===== src/rtl/sbt_pkg.sv =====
package sbt_pkg;
  // values are the (ras_n, cas_n, we_n) pin pattern
  typedef enum logic [2:0] {
    CMD_PRE = 3'b010,
    CMD_WR  = 3'b100,
    CMD_RD  = 3'b101,
    CMD_BST = 3'b110,
    CMD_NOP = 3'b111
  } cmd_e;

  function automatic logic [3:0] bl_decode(input logic [1:0] sel);
    return 4'd1 << sel;
  endfunction
endpackage


===== src/rtl/sbt_ras_timer.sv =====
module sbt_ras_timer #(
  parameter int RAS_W = 6
) (
  input  logic             clk_i,
  input  logic             rst_ni,
  input  logic             act_i,
  input  logic [RAS_W-1:0] tras_i,
  output logic             ok_o
);
  logic [RAS_W-1:0] cnt_q;
  logic [RAS_W:0]   next_age;

  // saturates so an old open row always satisfies the limit
  always_ff @(posedge clk_i or negedge rst_ni) begin
    if (!rst_ni)              cnt_q <= '1;
    else if (act_i)           cnt_q <= RAS_W'(1);
    else if (cnt_q != '1)     cnt_q <= cnt_q + 1'b1;
  end

  // ok_o: a command registered now lands legally next cycle
  assign next_age = {1'b0, cnt_q} + (RAS_W+1)'(1);
  assign ok_o     = next_age >= {1'b0, tras_i};
endmodule


===== src/rtl/sbt_rvalid_line.sv =====
module sbt_rvalid_line #(
  parameter int MAX_CL = 3,
  parameter int CL_W   = 2
) (
  input  logic            clk_i,
  input  logic            rst_ni,
  input  logic            push_i,
  input  logic [CL_W-1:0] cl_i,
  output logic            valid_o,
  output logic            inflight_o
);
  logic [MAX_CL-1:0] sr_q, live, tap;

  always_ff @(posedge clk_i or negedge rst_ni) begin
    if (!rst_ni) sr_q <= '0;
    else         sr_q <= {sr_q[MAX_CL-2:0], push_i};
  end

  for (genvar k = 0; k < MAX_CL; k++) begin : g_tap
    assign live[k] = sr_q[k] & (CL_W'(k) < cl_i);
    assign tap[k]  = sr_q[k] & (CL_W'(k + 1) == cl_i);
  end

  assign valid_o    = |tap;
  assign inflight_o = |live;
endmodule


===== src/rtl/sdram_burst_term.sv =====
module sdram_burst_term
  import sbt_pkg::*;
#(
  parameter int RAS_W  = 6,
  parameter int TRDL_W = 2,
  parameter int MAX_CL = 3
) (
  input  logic              clk_i,
  input  logic              rst_ni,
  input  logic              act_i,
  input  logic              start_i,
  input  logic              start_wr_i,
  input  logic [1:0]        bl_sel_i,
  input  logic              term_i,
  input  logic              term_pre_i,
  input  logic              cas_lat3_i,
  input  logic [TRDL_W-1:0] trdl_i,
  input  logic [RAS_W-1:0]  tras_i,
  output logic              cs_n_o,
  output logic              ras_n_o,
  output logic              cas_n_o,
  output logic              we_n_o,
  output logic              dqm_o,
  output logic              wr_take_o,
  output logic              rvalid_o,
  output logic              term_late_o,
  output logic              busy_o
);
  localparam int CNT_W = RAS_W + 2;
  localparam int CL_W  = $clog2(MAX_CL + 1);

  cmd_e             cmd_q;
  logic             cs_q, run_q, pend_q, wr_q, cl3_q, late_q;
  logic [3:0]       bl_q;
  logic [CNT_W-1:0] cnt_q, tgt_q, nb_q;

  logic             ras_ok, rd_inflight, push;
  logic             start_ok, can_term, acc, stop_acc, pre_acc, pre_fire;
  logic [CNT_W-1:0] cnt_n, bl_w, tgt_new, tgt_eff;
  logic [CL_W-1:0]  cl_val;

  sbt_ras_timer #(.RAS_W(RAS_W)) u_ras (
    .clk_i  (clk_i),
    .rst_ni (rst_ni),
    .act_i  (act_i),
    .tras_i (tras_i),
    .ok_o   (ras_ok)
  );

  assign cl_val = cl3_q ? CL_W'(3) : CL_W'(2);

  sbt_rvalid_line #(.MAX_CL(MAX_CL), .CL_W(CL_W)) u_rv (
    .clk_i      (clk_i),
    .rst_ni     (rst_ni),
    .push_i     (push),
    .cl_i       (cl_val),
    .valid_o    (rvalid_o),
    .inflight_o (rd_inflight)
  );

  assign busy_o   = run_q | pend_q | rd_inflight;
  assign start_ok = start_i & ~busy_o;
  assign cnt_n    = cnt_q + 1'b1;
  assign bl_w     = CNT_W'(bl_q);

  // a request must leave at least one beat to cut
  assign can_term = run_q & ~pend_q & ((cnt_q + CNT_W'(2)) <= bl_w);
  assign acc      = term_i & can_term;
  assign stop_acc = acc & ~term_pre_i;
  assign pre_acc  = acc & term_pre_i;
  assign tgt_new  = cnt_q + (wr_q ? CNT_W'(trdl_i) : CNT_W'(1));
  assign tgt_eff  = pend_q ? tgt_q : tgt_new;
  assign pre_fire = (pend_q | pre_acc) & (cnt_n >= tgt_eff) & ras_ok;

  always_ff @(posedge clk_i or negedge rst_ni) begin
    if (!rst_ni) begin
      cmd_q  <= CMD_NOP;
      cs_q   <= 1'b1;
      run_q  <= 1'b0;
      pend_q <= 1'b0;
      wr_q   <= 1'b0;
      cl3_q  <= 1'b0;
      late_q <= 1'b0;
      bl_q   <= 4'd1;
      cnt_q  <= '0;
      tgt_q  <= '0;
      nb_q   <= '0;
    end else begin
      cs_q   <= 1'b0;
      cmd_q  <= CMD_NOP;
      late_q <= term_i & ~acc;
      if (start_ok) begin
        cmd_q  <= start_wr_i ? CMD_WR : CMD_RD;
        run_q  <= 1'b1;
        pend_q <= 1'b0;
        wr_q   <= start_wr_i;
        cl3_q  <= cas_lat3_i;
        bl_q   <= bl_decode(bl_sel_i);
        nb_q   <= CNT_W'(bl_decode(bl_sel_i));
        cnt_q  <= '0;
      end else if (run_q) begin
        cnt_q <= cnt_n;
        if (stop_acc) begin
          cmd_q <= CMD_BST;
          run_q <= 1'b0;
        end else if (pre_fire) begin
          cmd_q  <= CMD_PRE;
          run_q  <= 1'b0;
          pend_q <= 1'b0;
        end else begin
          if (pre_acc) begin
            pend_q <= 1'b1;
            tgt_q  <= tgt_new;
            if (wr_q) nb_q <= cnt_n;
          end
          if ((cnt_n >= bl_w) && !(pend_q | pre_acc)) run_q <= 1'b0;
        end
      end
    end
  end

  assign push      = run_q & ~wr_q & (cnt_q < bl_w);
  assign wr_take_o = run_q & wr_q & (cnt_q < bl_w) & (cnt_q < nb_q);
  assign dqm_o     = run_q & wr_q & (cnt_q < bl_w) & (cnt_q >= nb_q);

  assign cs_n_o      = cs_q;
  assign ras_n_o     = cmd_q[2];
  assign cas_n_o     = cmd_q[1];
  assign we_n_o      = cmd_q[0];
  assign term_late_o = late_q;
endmodule


===== config.mk =====
export PLATFORM = sky130hd
export DESIGN_NAME = sdram_burst_term
export DESIGN_NICKNAME = d
export VERILOG_FILES = /design/src/rtl/sbt_pkg.sv /design/src/rtl/sbt_ras_timer.sv /design/src/rtl/sbt_rvalid_line.sv /design/src/rtl/sdram_burst_term.sv
export SDC_FILE = /design/constraint.sdc
export NUM_CORES = 1
export LEC_CHECK = 0
export BUFFER_PORTS_ARGS = -buffer_cell sky130_fd_sc_hd__buf_4
export CELL_PAD_IN_SITES_DETAIL_PLACEMENT = 1
export CELL_PAD_IN_SITES_GLOBAL_PLACEMENT = 2
export CORE_ASPECT_RATIO = 1.2
export CORE_MARGIN = 2
export CORE_UTILIZATION = 42
export CTS_CLUSTER_DIAMETER = 60
export DETAILED_ROUTE_END_ITERATION = 7
export GPL_TIMING_DRIVEN = 0
export HOLD_SLACK_MARGIN = 0.02
export MAX_ROUTING_LAYER = met4
export PLACE_DENSITY_LB_ADDON = 0.1
export SLEW_MARGIN = 20
export SYNTH_ARGS = -nofsm -noshare
export SYNTH_HDL_FRONTEND = slang
export SYNTH_HIERARCHICAL = 1
export SYNTH_SLANG_ARGS = --single-unit

===== constraint.sdc =====
create_clock -name clk_i -period 5.8 [get_ports clk_i]
set_input_delay 0.29 -clock clk_i [delete_from_list [all_inputs] [get_ports clk_i]]
set_output_delay 0.29 -clock clk_i [all_outputs]
set_load 0.01 [all_outputs]

# Word-level counts from Yosys, hierarchy flattened
# Cells that the tools add are included.
word_totals:
  input_bits: 18
  word_cells: 107
  output_inout_bits: 9
  register_bits: 46
op_classes:
  bitwise: 32
  mux: 28
  eq_ne: 6
  n_lt_le_gt_ge: 10
  n_addsub: 5
  shift: 1
  n_reduce_logical: 12
op_table:
  columns: ["op", "n"]
  rows:
  - ["$mux W8", 9]
  - ["$and A1 B1 Y1", 21]
  - ["$ge A8 B8 Y1", 2]
  - ["$mux W1", 12]
  - ["$mux W3", 4]
  - ["$mux W6", 2]
  - ["$reduce_and A5 Y1", 2]
  - ["$add A8 B1 Y8 const B", 1]
  - ["$add A8 B2 Y8", 1]
  - ["$add A8 B2 Y8 const B", 1]
  - ["$ge A8 B4 Y1", 1]
  - ["$le A8 B4 Y1", 1]
  - ["$lt A8 B4 Y1", 1]
  - ["$lt A8 B8 Y1", 1]
  - ["$not A1 Y1", 8]
  - ["$reduce_bool A2 Y1", 4]
  - ["$add A6 B1 Y7 const B", 1]
  - ["$ge A7 B6 Y1", 1]
  - ["$add A6 B1 Y6 const B", 1]
  - ["$ne A6 B6 Y1 const B", 1]
  - ["$reduce_or A3 Y1", 2]
  - ["$eq A2 B2 Y1 const A", 2]
  - ["$lt A1 B2 Y1 const A", 2]
  - ["$ne A2 B2 Y1 const B", 2]
  - ["other kinds (9)", 11]

# Depth between registers and ports, before layout
# Gate-level depths: netlist of the first run.
depth:
  word_depth: 13
  depth_mapped: 13
  ltp_nobuf: 13

# By module
# Netlist of the first run, hierarchy kept.
by_module_without_submodules:
  columns: ["mod", "seq_area_each_um2", "area_per_inst_um2", "instances", "cells_each"]
  rows:
  - ["sdram_burst_term", 932.1, 2805.2, 1, 276]
  - ["sbt_ras_timer", 157.7, 495.5, 1, 55]
  - ["sbt_rvalid_line", 75.1, 116.4, 1, 10]

# Least setup slack after synthesis of the first run
# No wires, ideal clock.
synth_timing:
  kind: "flip-flop to flip-flop"
  from: "reg wr_q"
  to: "reg tgt_q[0]"
  n_path_buf: 0
  period_less_slack_ps: 2963
  setup_ps: 125
  stages_incl_launch_ff: 14
  setup_slack_ps: 2837
  t_required_ps: 5675
  arrival_ps: 2838
  cell_sequence: "dfrtp_1 and2_1 ha_1 a21oi_1 nor2_1 xor2_1 mux2i_1 ha_1 a21o_1 a211oi_1 o31ai_1 a21boi_2 nand2_4 mux2_4"
synth_via:
  elab_chain_cells: 8
synth_lines:
  columns: ["item", "line", "text"]
  rows:
  - ["start: declaration", "sdram_burst_term.sv:33", "logic cs_q, run_q, pend_q, wr_q, cl3_q, late_q;"]
  - ["start signal: assignment", "sdram_burst_term.sv:96", "wr_q <= start_wr_i;"]
  - ["$mux W2 (*)", "sdram_burst_term.sv:71", "assign tgt_new = cnt_q + (wr_q ? CNT_W'(trdl_i) : CNT_W'(1));"]
  - ["$add A8 B2 Y8 (*)", "sdram_burst_term.sv:71", null]
  - ["$mux W8", "sdram_burst_term.sv:72", "assign tgt_eff = pend_q ? tgt_q : tgt_new;"]
  - ["$ge A8 B8 Y1", "sdram_burst_term.sv:73", "assign pre_fire = (pend_q | pre_acc) & (cnt_n >= tgt_eff) & ras_ok;"]
  - ["$and A1 B1 Y1 (2 in series)", "sdram_burst_term.sv:73", null]
  - ["$not A1 Y1 (no line)", null, null]
  - ["$reduce_and A5 Y1 (no line)", null, null]
  - ["end signal: assignment", "sdram_burst_term.sv:113", "tgt_q <= tgt_new;"]
  - ["end: declaration", "sdram_burst_term.sv:35", "logic [CNT_W-1:0] cnt_q, tgt_q, nb_q;"]
# Every way passes the cells marked *; elsewhere a longest branch is shown, timed or not.
# A chain may end at the register's enable or synchronous reset.

# Final worst setup path of the first run
layout_timing:
  from: "reg wr_q"
  to: "reg tgt_q[5]"
# Same word-level chain as after synthesis.

==> flow_summary.toml, run 1 <==
[clock_network]
ctsLongestPathBuffers = 2
cts_resized = 0
cts-buffers-inserted = 5
cts_tree = "yes"
cts_max_level = 2
post_cts_buffers = 0
insertion_delay_ns = 0.31
cts.sinks = 46
clkTransAtPathRegs_ns = 0.09
clockRootBuffer = "clkbuf_8"

[power]
power.switching_mw = 0.811
internal_power_mw = 0.948
p_comb_share_pct = 60.6
powerDensity_nw_per_um2 = 458
design_power_total_mw = 1.76
clkPwrFrac_pct = 11.4
p_leak_nw = 1.85
netSwitchingFraction_pct = 46.1
peakVddDrop_mv = 0.180
seqPwrFrac_pct = 28.1

[critical_path]
reg2reg_slack_ns = 2.15
r2r-end = "tgt_q[5]$_DFFE_PN0P_"
end_kind = "flip-flop"
critPathLaunch = "wr_q$_DFFE_PN0P_"
critical_path_required_ns = 5.98
arrival_ns = 3.83
reg2regPathDepth = 13
reg2reg_from = "wr_q$_DFFE_PN0P_"
worstSetupPathType = "reg -> reg"
worstSetupStartpointType = "flip-flop"
cp_max_fo = 9

[routing]
first_iter_violations = 56
via_per_inst = 5.53
firstDrtPassIters = 4
drc = 0
postRouteWirelength_mm = 8.46
vias = 2621
wl_per_cell_um = 17.9
antenna_left = 0

[sta]
finalCritPeriodShare_pct = 62.9
worst_slew_pin_slew_ns = 0.608
drv_slew = 0
fin_ws_ns = 2.15
tns_ns = 0
fin_worst_skew_ns = 0.0181
setup_violations = 0
timing.slew.headroom_pct = 59.5
hold_viol_final = 0
hold_slack_ns = 0.122
fmax_mhz = 274
rsz0062_at_grt = "false"
post-route-min-period_ns = 3.65

[die]
die_w_um = 86.3
pin_count = 27
core_area_um2 = 8020
dieArea_um2 = 8880
rows = 36
die_height_um = 103
start_util_pct = 42.6

[final_layout]
final_common_cell = "ha_1"
num_antenna_cells = 0
layout.nets = 435
final_cell_mix = "ha_1, dfrtp_1, nand2_1"
layout-drive-gt1-share_pct = 21.9
area_growth_pct = 12.3
stdcell_area_um2 = 3840

[grt]
grt_max_degree = 47
grt_pass1_vias = 2735
grt_usage_pct = 21.3
grt_pass1_wl_mm = 14.1
overflow = 0
antenna_found_initial = 0

[place]
pre_cts_slack_ns = 2.15
place_area_um2 = 3740
portBuffers = 26
dp_hpwl_mm = 6.68
gp_congestion = 0.820

[synthesis]
synth_fa_ha_area_share_pct = 14.5
synth.top_cells.by_area = "dfrtp_1, ha_1, dfstp_2, mux2i_1, nand2_1"
syn_area_per_cell_um2 = 10.0
ys_seq_area_share_pct = 34.1
yosys.area_share.simple_pct = 17.2
async_reset_ff_share_pct = 100
ys.warnings.count = 6
synth_top_area_share_pct = 25.6
synth_seq_cells = 46
yosys_most_used_dff = "dfrtp_1"
netlist_area_um2 = 3420
synth_mux_area_share_pct = 8.90
synth.largest_area_cell = "dfrtp_1"
synthCells = 341
synth-xor-area-share_pct = 4.87
synth-compound-area-share_pct = 15.2
synth_top_family_by_area = "simple AND/OR/NAND/NOR gates"
synth_edf_count = 0
yosysUniqueCellTypes = 70

[hold_path]
min_path_type = "in -> reg"
min_from = "act_i"
holdPathStages = 2
hold_end = "u_ras/cnt_q[4]$_DFFE_PN1P_"

[outcome]
status = "completed"

[flow_run]
maxCapViolations = 0
-- through the flow --
stage               utilization, %  cells
finish                        47.8    474
global route                  47.8    474
CTS                           47.8    474
detailed placement            46.7    465
global placement              46.7    465
floorplan                        -    344
-- state kept, by name (all words and copies together) (netlist names), 3 cells and up --
signal / flops
cnt_q: 8
nb_q: 8
tgt_q: 8
u_ras/cnt_q: 6
bl_q: 4
cmd_q: 3
u_rv/sr_q: 3
-- worst max-delay path by stage --
stage / to / slack (ns) / depth (start not counted)
final: tgt_q[5]$_DFFE_PN0P_ / 2.15 / 13
after global routing: tgt_q[5]$_DFFE_PN0P_ / 1.90 / 13
after CTS: tgt_q[5]$_DFFE_PN0P_ / 2.12 / 13
after detailed placement: tgt_q[5]$_DFFE_PN0P_ / 2.15 / 13
after global placement: tgt_q[7]$_DFFE_PN0P_ / 2.30 / 13
after floorplan: tgt_q[0]$_DFFE_PN0P_ / 2.84 / 13
-- worst max-delay path, cell delays in order, from the launching register on --
cell,delay (ns)
dfrtp_1,0.54
and2_1,0.25
ha_1,0.25
a21oi_1,0.26
nor2_1,0.10
xor2_1,0.21
mux2i_1,0.11
ha_1,0.30
a21o_1,0.16
a211oi_1,0.33
o31ai_1,0.22
a21boi_2,0.28
nand2_4,0.17
mux2_4,0.33
-- timing repair --
action	CTS	global route
hold endpoints to repair	27	0
hold buffers	1	0
endpoints found under the setup margin	0	0
-- power groups by stage --
stage | logic (mW) | registers (mW) | clock network, mW
after floorplan | 0.798 | 0.474 | 0
after global placement | 1.03 | 0.497 | 0
after detailed placement | 1.07 | 0.501 | 0
after CTS | 1.08 | 0.495 | 0.209
after global routing | 1.20 | 0.508 | 0.219
final | 1.07 | 0.494 | 0.200
-- final cells by class --
type	count	area, um2
Clock buffer	7	76.3
Inverter	25	93.8
Clock inverter	1	7.51
Sequential cell	46	1160
Multi-Input combinational cell	261	2090
Timing Repair Buffer	27	205
Buffer	12	77.6
Fill cell	916	4180
Tap cell	95	119
-- layer usage --
metal	GRT usage (%)	part of all wire, %
met1	25.9	44
met4	5.89	1.8
met5	-	0
met2	36.9	51
met3	3.04	2.8
-- Yosys cell counts (3+ instances only) --
master and instances:
inv_1 24, nand3b_1 3, nand3_1 11, mux2i_1 15, ha_1 38, a31oi_1 3, o21ai_0 19, nand2b_1 3
mux2_4 8, and2_1 3, xnor2_1 9, nor2b_1 7, a211oi_1 3, nand2_1 33, a21oi_1 9, clkbuf_1 3
dfstp_2 11, a21o_1 6, buf_2 5, nor2_1 12, o21a_1 3, o21ai_1 6, buf_6 3, xor2_1 10
dfrtp_1 35, nor3_1 4, and3_1 4
-- kinds of logic (layout without fill, tap and decap cells) --
group | after synthesis | in the layout
and+or+nand+nor | 101 | 101
AOI/OAI and AO/OA | 71 | 71
DFF | 46 | 46
adders and majority gates | 39 | 39
buffers and inverters | 37 | 72
muxes | 26 | 26
xor gates and xnor gates | 19 | 19
other | 2 | 5
Power figures use the tool's default switching activity.
==> run 2: changes to the inputs <==
--- a/config.mk
+++ b/config.mk
@@ -10,7 +10,7 @@
 export CELL_PAD_IN_SITES_GLOBAL_PLACEMENT = 2
 export CORE_ASPECT_RATIO = 1.2
 export CORE_MARGIN = 2
-export CORE_UTILIZATION = 42
+export CORE_UTILIZATION = 35
 export CTS_CLUSTER_DIAMETER = 60
 export DETAILED_ROUTE_END_ITERATION = 7
 export GPL_TIMING_DRIVEN = 0
==> constraint.sdc (replaced) <==
create_clock -name clk_i -period 3.1 [get_ports clk_i]
set_input_delay 0.155 -clock clk_i [delete_from_list [all_inputs] [get_ports clk_i]]
set_output_delay 0.155 -clock clk_i [all_outputs]
set_load 0.01 [all_outputs]
==> run 2 against run 1 <==
  * The flow now finishes with violations (setup timing)
  * Global-route usage down 2.4 points
  * Total power is 120% higher
  * Worst setup slack got worse by 2.2 ns
  * Sequential share of layout area down 2.5 points
  * Critical endpoint is now nb_q[7]$_DFFE_PN0P_
  * Sequential power increased by 82%
  * Sequential cell count did not move
  * Critical path depth stayed put
  * Utilization down 3.7 points
==> flow_summary.toml, run 2 (synthesis results as in run 1) <==
[final_layout]
area_growth_pct = 22.9
final_cells = 516
stdcell_area_um2 = 4200
reg_top3 = "cnt_q (8), nb_q (8), tgt_q (8)"
final_cell_mix = "buf_4, ha_1, nand2_1"
multiInputGateArea_um2 = 2210
num_antenna_cells = 0
layout-drive-gt1-share_pct = 30.3
layout.nets = 449
seqCellArea_um2 = 1170
n_fill_cell = 1100
final_util_pct = 44.1
final_common_cell = "buf_4"

[routing]
antenna_left = 0
dr_wl_met3_um = 161
firstDrtPassIters = 4
drc = 0
wl_met1_mm = 3.98
route.met2.wl_mm = 4.75
via_per_inst = 5.10
wl_per_cell_um = 17.4
postRouteWirelength_mm = 9.00
top_layer_used = "met4"
first_iter_violations = 63
vias = 2631

[place]
portBuffers = 26
pre_cts_slack_ns = -0.433
gp_congestion = 0.754
placedCellCount = 493
dp_hpwl_mm = 6.78
place_area_um2 = 3780

[clock_network]
clkTransAtPathRegs_ns = 0.06
cts.sinks = 46
cts-buffers-inserted = 5
insertion_delay_ns = 0.29
ctsLongestPathBuffers = 2
clockRootBuffer = "clkbuf_16"
cts_tree = "yes"
cts_max_level = 2

[grt]
grt_usage_pct = 18.9
grt_max_degree = 47
overflow = 0
grt_pass1_vias = 2804
antenna_found_initial = 0
grt_pass1_wl_mm = 14.9

[critical_path]
cp_max_fo = 5
arrival_ns = 3.34
path_cells = "and2_4 > ha_4 > a21oi_4 > nor2_2 > xor2_2 > mux2i_1 > ha_1 > a21o_1 > a211oi_2 > o31a_1 > o2111ai_4 > buf_12 > mux2_4"
worstSetupPathType = "reg -> reg"
worstSetupStartpointType = "flip-flop"
end_kind = "flip-flop"
crit_slowest_cell = "dfrtp_2"
reg2regPathDepth = 13
critical_path_required_ns = 3.28
critical-path-max-stage-delay_ns = 0.44

[sta]
setup_violations = 15
rsz0062_at_grt = "true"
worst_slew_pin_slew_ns = 0.619
drv_slew = 0
hold_slack_ns = 0.0237
fmax_mhz = 316
post-route-min-period_ns = 3.16
fin_ws_ns = -0.0650
finalCritPeriodShare_pct = 102
fin_worst_skew_ns = 0.00730
timing.slew.headroom_pct = 58.7
hold_viol_final = 0
tns_ns = -0.714

[power]
p_comb_share_pct = 60.3
internal_power_mw = 2.16
seqPwrFrac_pct = 23.6
design_power_total_mw = 3.80
power.switching_mw = 1.64
peakVddDrop_mv = 0.471
clkPwrFrac_pct = 16.1
powerDensity_nw_per_um2 = 906
netSwitchingFraction_pct = 43.2
p_leak_nw = 2.00

[die]
pin_count = 27
start_util_pct = 35.9
die_w_um = 94.2
core_area_um2 = 9520
die_height_um = 112
dieArea_um2 = 10600
rows = 39

[outcome]
status = "finished with violations"
violations = "setup timing"

[flow_run]
maxCapViolations = 0

[hold_path]
holdPathStages = 2
min_path_type = "in -> reg"
-- run 2: repair_timing --
| item | CTS | global route |
|---|---|---|
| setup endpoints to repair | 20 | 18 |
| gates resized for setup | 14 | 13 |
| hold buffers | 1 | 0 |
| setup buffers | 9 | 5 |
| pin swaps | 10 | 11 |
| endpoints found under the hold margin | 35 | 0 |
-- run 2: power groups by stage --
stage,sequential (mW),combinational (mW),clock [mW]
detailed placement,0.941,2.01,0
floorplan,0.887,1.49,0
CTS,0.900,2.21,0.638
global route,0.922,2.56,0.664
finish,0.897,2.29,0.614
global placement,0.933,1.96,0
-- run 2: path summary, 6_finish.rpt --
check	start	to	slack [ns]
worst max-delay path	wr_q$_DFFE_PN0P_	nb_q[7]$_DFFE_PN0P_	-0.06
worst min-delay path	act_i	u_ras/cnt_q[4]$_DFFE_PN1P_	0.02
worst max register to register	wr_q$_DFFE_PN0P_	nb_q[7]$_DFFE_PN0P_	-0.06
worst min register to register	u_rv/sr_q[1]$_DFF_PN0_	u_rv/sr_q[2]$_DFF_PN0_	0.40
max in group asynchronous	rst_ni	cnt_q[0]$_DFFE_PN0P_	2.22
min in group asynchronous	rst_ni	cl3_q$_DFFE_PN0P_	0.42
-- run 2: per-layer routing --
layer,up-vias,global-route usage (%)
met5,-,-
met4,0,5.12
met3,9,2.48
met2,21,32.0
met1,1303,23.5
li1,1298,-
-- run 2: worst max-delay path: cells and delay by family (launching register included) --
| kind | cells | cell delay, ns |
|---|---|---|
| AO/OA/AOI/OAI | 5 | 1.11 |
| XOR/XNOR | 1 | 0.15 |
| adder cells (fa/ha/maj) | 2 | 0.49 |
| buffers and inverters | 1 | 0.18 |
| flip-flops | 1 | 0.44 |
| multiplexers | 2 | 0.45 |
| AND/OR/NAND/NOR | 2 | 0.22 |
-- run 2: layout make-up --
type	instances	area share, %
well taps	123	3.66
clock buffers	7	3.16
inverters	25	2.23
clock inverters	1	0.715
flip-flops and latches	46	27.8
plain buffers	12	1.85
multi-input cells	261	52.7
repair buffers	41	7.86
